`config.mk`:
```
export PLATFORM = sky130hd
export DESIGN_NAME = drowsy_regfile
export DESIGN_NICKNAME = d
export VERILOG_FILES = /design/src/rtl/drf_pkg.sv /design/src/rtl/drf_predecode.sv /design/src/rtl/drf_power_ctrl.sv /design/src/rtl/drf_storage.sv /design/src/rtl/drowsy_regfile.sv
export SDC_FILE = /design/constraint.sdc
export NUM_CORES = 2
export LEC_CHECK = 0
export CORE_MARGIN = 3
export CORE_UTILIZATION = 50
export DETAILED_ROUTE_END_ITERATION = 10
export PLACE_DENSITY_LB_ADDON = 0.3
export SKIP_LAST_GASP = 1
export SLEW_MARGIN = 20
export SYNTH_ARGS = -nofsm -noshare
export SYNTH_HDL_FRONTEND = slang
export SYNTH_SLANG_ARGS = --single-unit
export TNS_END_PERCENT = 20
```
`constraint.sdc`:
```
create_clock -name clk -period 7.6 [get_ports clk]
set_input_delay 1.14 -clock clk [delete_from_list [all_inputs] [get_ports clk]]
set_output_delay 1.14 -clock clk [all_outputs]
set_load 0.05 [all_outputs]
```
`src/rtl/drf_pkg.sv`:
```
package drf_pkg;

  localparam int MAX_ROWS = 256;

  // Build the mask of rows that never go drowsy.
  function automatic logic [MAX_ROWS-1:0] keep_mask(input int k0, input int k1,
                                                    input int k2, input int k3);
    logic [MAX_ROWS-1:0] m;
    m = '0;
    m[k0] = 1'b1;
    m[k1] = 1'b1;
    m[k2] = 1'b1;
    m[k3] = 1'b1;
    return m;
  endfunction

endpackage

```
`src/rtl/drf_predecode.sv`:
```
module drf_predecode #(
  parameter int NUM_ROWS = 32,
  parameter int ADDR_W   = 5
) (
  input  logic                fetch_valid,
  input  logic [ADDR_W-1:0]   fld_s,
  input  logic [ADDR_W-1:0]   fld_t,
  input  logic [ADDR_W-1:0]   fld_d,
  input  logic                dest_wake_valid,
  input  logic [ADDR_W-1:0]   dest_wake_addr,
  input  logic [NUM_ROWS-1:0] keep_rows,
  output logic [NUM_ROWS-1:0] wake_vec
);

  logic [NUM_ROWS-1:0] raw;

  // Assume a three-operand shape: every field wakes its row.
  always_comb begin
    raw = '0;
    if (fetch_valid) begin
      raw[fld_s] = 1'b1;
      raw[fld_t] = 1'b1;
      raw[fld_d] = 1'b1;
    end
    if (dest_wake_valid) raw[dest_wake_addr] = 1'b1;
    wake_vec = raw & ~keep_rows;
  end

endmodule

```
`src/rtl/drf_power_ctrl.sv`:
```
module drf_power_ctrl #(
  parameter int                     NUM_ROWS  = 32,
  parameter int                     CNT_W     = 16,
  parameter logic [NUM_ROWS-1:0]    KEEP_ROWS = '0
) (
  input  logic                clk,
  input  logic                rst,
  input  logic [NUM_ROWS-1:0] wake_vec,
  input  logic [NUM_ROWS-1:0] access_vec,
  output logic [NUM_ROWS-1:0] active,
  output logic [CNT_W-1:0]    wake_cnt,
  output logic [CNT_W-1:0]    waste_cnt
);

  logic [NUM_ROWS-1:0] used;
  logic [NUM_ROWS-1:0] active_n;
  logic [NUM_ROWS-1:0] rises;
  logic [NUM_ROWS-1:0] falls_idle;
  logic [NUM_ROWS-1:0] used_n;

  always_comb begin
    active_n   = KEEP_ROWS | wake_vec;
    rises      = active_n & ~active & ~KEEP_ROWS;
    falls_idle = active & ~active_n & ~KEEP_ROWS & ~(used | access_vec);
    used_n     = (used | access_vec) & active & active_n & ~KEEP_ROWS;
  end

  always_ff @(posedge clk) begin
    if (rst) begin
      active    <= KEEP_ROWS;
      used      <= '0;
      wake_cnt  <= '0;
      waste_cnt <= '0;
    end else begin
      active    <= active_n;
      used      <= used_n;
      wake_cnt  <= wake_cnt + CNT_W'($countones(rises));
      waste_cnt <= waste_cnt + CNT_W'($countones(falls_idle));
    end
  end

  // reserved rows stay awake
  a_r4_keep_awake: assert property (@(posedge clk) disable iff (rst)
    (active & KEEP_ROWS) == KEEP_ROWS);

  // a non-reserved row is awake only in the cycle after its wake
  a_r3_one_cycle: assert property (@(posedge clk) disable iff (rst)
    1'b1 |=> ((active & ~KEEP_ROWS) == ($past(wake_vec) & ~KEEP_ROWS)));

  // no wake request, no growth of the wake counter
  a_r9_wake_quiet: assert property (@(posedge clk) disable iff (rst)
    (wake_vec == '0) |=> $stable(wake_cnt));

  // nothing awake outside the reserved set, nothing to waste
  a_r10_waste_quiet: assert property (@(posedge clk) disable iff (rst)
    ((active & ~KEEP_ROWS) == '0) |=> $stable(waste_cnt));

endmodule

```
`src/rtl/drf_storage.sv`:
```
module drf_storage #(
  parameter int NUM_ROWS = 32,
  parameter int DATA_W   = 32,
  parameter int ADDR_W   = 5
) (
  input  logic                clk,
  input  logic                rst,
  input  logic [NUM_ROWS-1:0] active,
  input  logic                rd_en_a,
  input  logic [ADDR_W-1:0]   rd_addr_a,
  input  logic                rd_en_b,
  input  logic [ADDR_W-1:0]   rd_addr_b,
  input  logic                wr_en,
  input  logic [ADDR_W-1:0]   wr_addr,
  input  logic [DATA_W-1:0]   wr_data,
  output logic [DATA_W-1:0]   rd_data_a,
  output logic [DATA_W-1:0]   rd_data_b,
  output logic                violation,
  output logic [NUM_ROWS-1:0] access_vec
);

  logic [DATA_W-1:0] rows [NUM_ROWS];
  logic grant_a, grant_b, grant_w, blocked;

  always_comb begin
    grant_a = rd_en_a && active[rd_addr_a];
    grant_b = rd_en_b && active[rd_addr_b];
    grant_w = wr_en   && active[wr_addr];
    blocked = (rd_en_a && !grant_a) || (rd_en_b && !grant_b) || (wr_en && !grant_w);
    access_vec = '0;
    if (grant_a) access_vec[rd_addr_a] = 1'b1;
    if (grant_b) access_vec[rd_addr_b] = 1'b1;
    if (grant_w) access_vec[wr_addr]   = 1'b1;
  end

  always_ff @(posedge clk) begin
    if (rst) begin
      for (int i = 0; i < NUM_ROWS; i++) rows[i] <= '0;
      rd_data_a <= '0;
      rd_data_b <= '0;
      violation <= 1'b0;
    end else begin
      if (grant_w) rows[wr_addr] <= wr_data;
      rd_data_a <= grant_a ? rows[rd_addr_a] : '0;
      rd_data_b <= grant_b ? rows[rd_addr_b] : '0;
      violation <= violation | blocked;
    end
  end

  // drowsy read yields zero
  a_r6_drowsy_read_a: assert property (@(posedge clk) disable iff (rst)
    (rd_en_a && !active[rd_addr_a]) |=> (rd_data_a == '0));
  a_r6_drowsy_read_b: assert property (@(posedge clk) disable iff (rst)
    (rd_en_b && !active[rd_addr_b]) |=> (rd_data_b == '0));

  // awake read returns the stored word
  a_r5_awake_read: assert property (@(posedge clk) disable iff (rst)
    (rd_en_a && active[rd_addr_a]) |=> (rd_data_a == $past(rows[rd_addr_a])));

  // drowsy write leaves the row untouched
  a_r7_write_dropped: assert property (@(posedge clk) disable iff (rst)
    (wr_en && !active[wr_addr]) |=> (rows[$past(wr_addr)] == $past(rows[wr_addr])));

  // violation is sticky
  a_r11_sticky: assert property (@(posedge clk) disable iff (rst)
    violation |=> violation);

endmodule

```
`src/rtl/drowsy_regfile.sv`:
```
module drowsy_regfile #(
  parameter int NUM_ROWS = 32,
  parameter int DATA_W   = 32,
  parameter int INSTR_W  = 32,
  parameter int FS_LSB   = 21,
  parameter int FT_LSB   = 16,
  parameter int FD_LSB   = 11,
  parameter int KEEP_A   = 0,
  parameter int KEEP_B   = 29,
  parameter int KEEP_C   = 31,
  parameter int KEEP_D   = 2,
  parameter int CNT_W    = 16,
  localparam int ADDR_W  = $clog2(NUM_ROWS)
) (
  input  logic                clk,
  input  logic                rst,
  input  logic                fetch_valid,
  input  logic [INSTR_W-1:0]  fetch_instr,
  input  logic                dest_wake_valid,
  input  logic [ADDR_W-1:0]   dest_wake_addr,
  input  logic                rd_en_a,
  input  logic [ADDR_W-1:0]   rd_addr_a,
  output logic [DATA_W-1:0]   rd_data_a,
  input  logic                rd_en_b,
  input  logic [ADDR_W-1:0]   rd_addr_b,
  output logic [DATA_W-1:0]   rd_data_b,
  input  logic                wr_en,
  input  logic [ADDR_W-1:0]   wr_addr,
  input  logic [DATA_W-1:0]   wr_data,
  output logic [NUM_ROWS-1:0] active_mask,
  output logic [CNT_W-1:0]    wake_count,
  output logic [CNT_W-1:0]    waste_count,
  output logic                access_violation
);

  localparam logic [drf_pkg::MAX_ROWS-1:0] KEEP_FULL =
    drf_pkg::keep_mask(KEEP_A, KEEP_B, KEEP_C, KEEP_D);
  localparam logic [NUM_ROWS-1:0] KEEP_ROWS = KEEP_FULL[NUM_ROWS-1:0];

  logic [ADDR_W-1:0]   fld_s, fld_t, fld_d;
  logic [NUM_ROWS-1:0] wake_vec;
  logic [NUM_ROWS-1:0] access_vec;

  assign fld_s = fetch_instr[FS_LSB +: ADDR_W];
  assign fld_t = fetch_instr[FT_LSB +: ADDR_W];
  assign fld_d = fetch_instr[FD_LSB +: ADDR_W];

  drf_predecode #(.NUM_ROWS(NUM_ROWS), .ADDR_W(ADDR_W)) u_predecode (
    .fetch_valid     (fetch_valid),
    .fld_s           (fld_s),
    .fld_t           (fld_t),
    .fld_d           (fld_d),
    .dest_wake_valid (dest_wake_valid),
    .dest_wake_addr  (dest_wake_addr),
    .keep_rows       (KEEP_ROWS),
    .wake_vec        (wake_vec)
  );

  drf_power_ctrl #(.NUM_ROWS(NUM_ROWS), .CNT_W(CNT_W), .KEEP_ROWS(KEEP_ROWS)) u_power (
    .clk        (clk),
    .rst        (rst),
    .wake_vec   (wake_vec),
    .access_vec (access_vec),
    .active     (active_mask),
    .wake_cnt   (wake_count),
    .waste_cnt  (waste_count)
  );

  drf_storage #(.NUM_ROWS(NUM_ROWS), .DATA_W(DATA_W), .ADDR_W(ADDR_W)) u_storage (
    .clk        (clk),
    .rst        (rst),
    .active     (active_mask),
    .rd_en_a    (rd_en_a),
    .rd_addr_a  (rd_addr_a),
    .rd_en_b    (rd_en_b),
    .rd_addr_b  (rd_addr_b),
    .wr_en      (wr_en),
    .wr_addr    (wr_addr),
    .wr_data    (wr_data),
    .rd_data_a  (rd_data_a),
    .rd_data_b  (rd_data_b),
    .violation  (access_violation),
    .access_vec (access_vec)
  );

  // every fetched field is awake after the next edge
  a_r2_wake_s: assert property (@(posedge clk) disable iff (rst)
    fetch_valid |=> active_mask[$past(fld_s)]);
  a_r2_wake_d: assert property (@(posedge clk) disable iff (rst)
    fetch_valid |=> active_mask[$past(fld_d)]);

  // destination wake reaches the mask
  a_r8_dest_wake: assert property (@(posedge clk) disable iff (rst)
    dest_wake_valid |=> active_mask[$past(dest_wake_addr)]);

endmodule

```
==> results.md <==
* Bufs on Longest Clock Path at 3
* TritonCTS clock tree: done
* TritonCTS Buffers at 121
* Worst hold slack at 0.503 ns
* Max Fanout on Critical Path at 20
* Critical path startpoint category: input port
* Max-cap viol count at 0
* Clock Latency Late Sink at 0.75 ns
* Remaining DRCs at 0
* Met1 WL at 74.7 mm
* Setup crit end kind: flip-flop
* FFs w/ async S/R, synth at 0
* Final setup fails at 0
* Outcome: completed
* Share of layout cells above drive strength 1 at 0.242
* Die Width at 356 µm
* Synth warn at 0
* Post-DRT Antenna Nets at 0
* Worst-path clk slew at 0.06 ns
* Fin. Hold Viols at 0
* DR iter-0 viols at 7265
* Sinks on Clock Net at 1177
* Worst-margin pin slew at 1.09 ns
* Final nets at 4939
* Pleak at 25.0 nW
* IR drop worst, VDD at 0.000247 V
* Commonest non-fill, non-tap cell in the layout: edfxtp_1
* Vias in the first global route at 44.3k
* Unique masters post-synth at 73
* Area delta synth->final at 15.3%
* Critical path class: in2reg
* Avg WL per Cell at 34.1 µm
* FP Rows at 127
* CTS H-tree depth at 3
* Io pins at 220
* Die H at 356 µm
* Die area at 127000 µm²
* DRT Pass-1 Iters at 6
* Hold Path Class: reg2reg
* FMAX at 135 MHz
* Total Power at 15.1 mW
* Commonest non-fill, non-tap cells in the layout: edfxtp_1, nor2_1, mux4_2
* P per Cell Area at 214 nW/µm²
* Register area share after synthesis at 0.552
* Initial Util at 0.508
* Clock skew at 0.0321 ns
* Seq cells post-synth at 1177
* HPWL Detailed at 126 mm
* Final period util at 0.974
* First-pass GRT wire length at 312 mm
* Initial antenna violation count at 13
* EDFF count, synth at 1024
* Via density at 6.89
* Grt ovf at 0
* Avg Inst Size Synth at 13.6 µm²
* GP Congestion at 0.945
* Vias at 44.6k
* Top sig layer: met5
* Filler instances at 9459
* Unrepaired setup endpoints after global routing: yes
* Post-Syn Instances at 4492
* CTS Root Buffer Type: clkbuf_16
* Met2 wire length at 98.3 mm
* Slew Viols, Final at 0
* Prevailing post-synth register cell: edfxtp_1
* Core area at 121000 µm²
* Total GRT Usage at 0.346
* Port Buffer Count at 198
* Met3 Wirelength at 33.5 mm
* Syn Std Cell Area at 61300 µm²
* Routed wire length at 221 mm
* Max transition margin at 0.276
* Min Clock Period, post-route at 7.40 ns
* Worst endpoint required time at 8.20 ns
* Crit path arrival time at 8.01 ns
* Largest net degree at the start of global routing at 130
* # hold bufs at CTS at 0
-- path summary, 6_finish.rpt --
path	from	endpoint	slack [ns]	cells past startpoint
max	rd_addr_a[4]	u_power.waste_cnt[14]$_SDFF_PP0_	0.20	27
min	u_power.used[16]$_SDFF_PP0_	u_power.used[16]$_SDFF_PP0_	0.50	2
max reg2reg	u_power.active[14]$_SDFF_PP0_	u_power.waste_cnt[14]$_SDFF_PP0_	0.57	25
min reg2reg	u_power.used[16]$_SDFF_PP0_	u_power.used[16]$_SDFF_PP0_	0.50	2
-- critical path, cell delays in order --
cell and delay (ns):
clkdlybuf4s50_1 0.50, or3b_1 0.44, or3_1 0.36, nand4_1 0.15
nor4bb_4 0.08, buf_12 0.17, buf_4 0.18, nor4_4 0.27
a2111oi_4 0.08, and3_1 0.26, ha_1 0.27, inv_1 0.04
fa_1 0.50, fa_1 0.45, fa_1 0.52, fa_1 0.45
fa_1 0.52, fa_1 0.19, inv_1 0.06, fa_1 0.44
a21o_1 0.20, a21oi_2 0.16, o21ba_2 0.16, o21ai_2 0.08
nand4_1 0.12, xor2_1 0.14, nor2_1 0.05
-- state kept, by name, indices dropped and copies added (netlist names) --
register and cells:
u_power.active 28, u_power.used 28, u_power.wake_cnt 16, u_power.waste_cnt 16
u_storage.rd_data_a 32, u_storage.rd_data_b 32, u_storage.rows 1024, u_storage.violation 1
-- metal layers --
metal | global-route usage | up-vias
li1 | - | 17600
met1 | 0.452 | 22100
met2 | 0.522 | 4024
met3 | 0.109 | 873
met4 | 0.180 | 6
met5 | 0 | -
-- final cells by class --
class | instances | area [µm²] | area share
Multi-Input combinational cell | 2796 | 25800 | 0.364
Inverter | 110 | 413 | 0.00584
Timing Repair Buffer | 540 | 4670 | 0.0661
Sequential cell | 1177 | 33800 | 0.478
Clock buffer | 154 | 3290 | 0.0466
Antenna cell | 13 | 32.5 | 0.000460
Clock inverter | 72 | 697 | 0.00986
Tap cell | 1612 | 2020 | 0.0285
-- repair_timing --
item,in CTS,in global routing
hold endpoints to repair,0,0
pin swaps,0,7
cloned,0,0
gates resized for setup,2,21
endpoints found under the setup margin,4,12
buffers inserted,0,2
-- synthesized netlist by cell type (all sizes together), types with 47 or more instances --
cell type,instances,area (µm²)
dfxtp,153,3060
buf,121,632
a31oi,64,400
and2,355,2220
a22oi,168,1270
nor3,47,245
nor2,810,3050
nand2,191,717
clkbuf,291,1090
ha,52,651
a221oi,67,587
edfxtp,1024,30700
mux4,523,11800
fa,50,1000
a22o,64,561
inv,109,409
nand2b,49,307
-- cells by family (layout without fill, tap and decap cells) --
group / Yosys count / in the layout / share of synthesized area
AO/OA/AOI/OAI: 493 / 493 / 0.0616
buffers and inverters: 522 / 876 / 0.0349
flip-flops: 1177 / 1177 / 0.552
multiplexers: 543 / 543 / 0.196
XOR/XNOR: 23 / 23 / 0.00329
adder cells (fa/ha/maj): 102 / 102 / 0.0269
AND/OR/NAND/NOR: 1631 / 1631 / 0.126
other: 1 / 17 / 0.0000612
-- metrics by stage --
| stage | instances | area, µm² | TNS, ns | util | worst slack, ns |
|---|---|---|---|---|---|
| 6_report | 6474 | 70700 | 0 | 0.585 | 0.196 |
| 4_1_cts | 6459 | 70500 | 0 | 0.584 | 0.0451 |
| 2_1_floorplan | 4495 | 61300 | 0 | - | 0.0859 |
| 3_5_place_dp | 6233 | 66600 | -7.96 | 0.551 | -0.823 |
| 3_3_place_gp | 6233 | 66600 | -7.84 | 0.551 | -0.811 |
| 5_1_grt | 6462 | 70700 | -0.276 | 0.585 | -0.0699 |
-- power breakdown --
part	switching [mW]	total [mW]	leakage, nW	internal [mW]
clock network	2.64	6.07	1.92	3.43
logic	1.11	1.78	10.9	0.672
registers	0.0998	7.28	12.2	7.18
total	3.85	15.1	25.0	11.3
(Power assumes the default switching activity.)
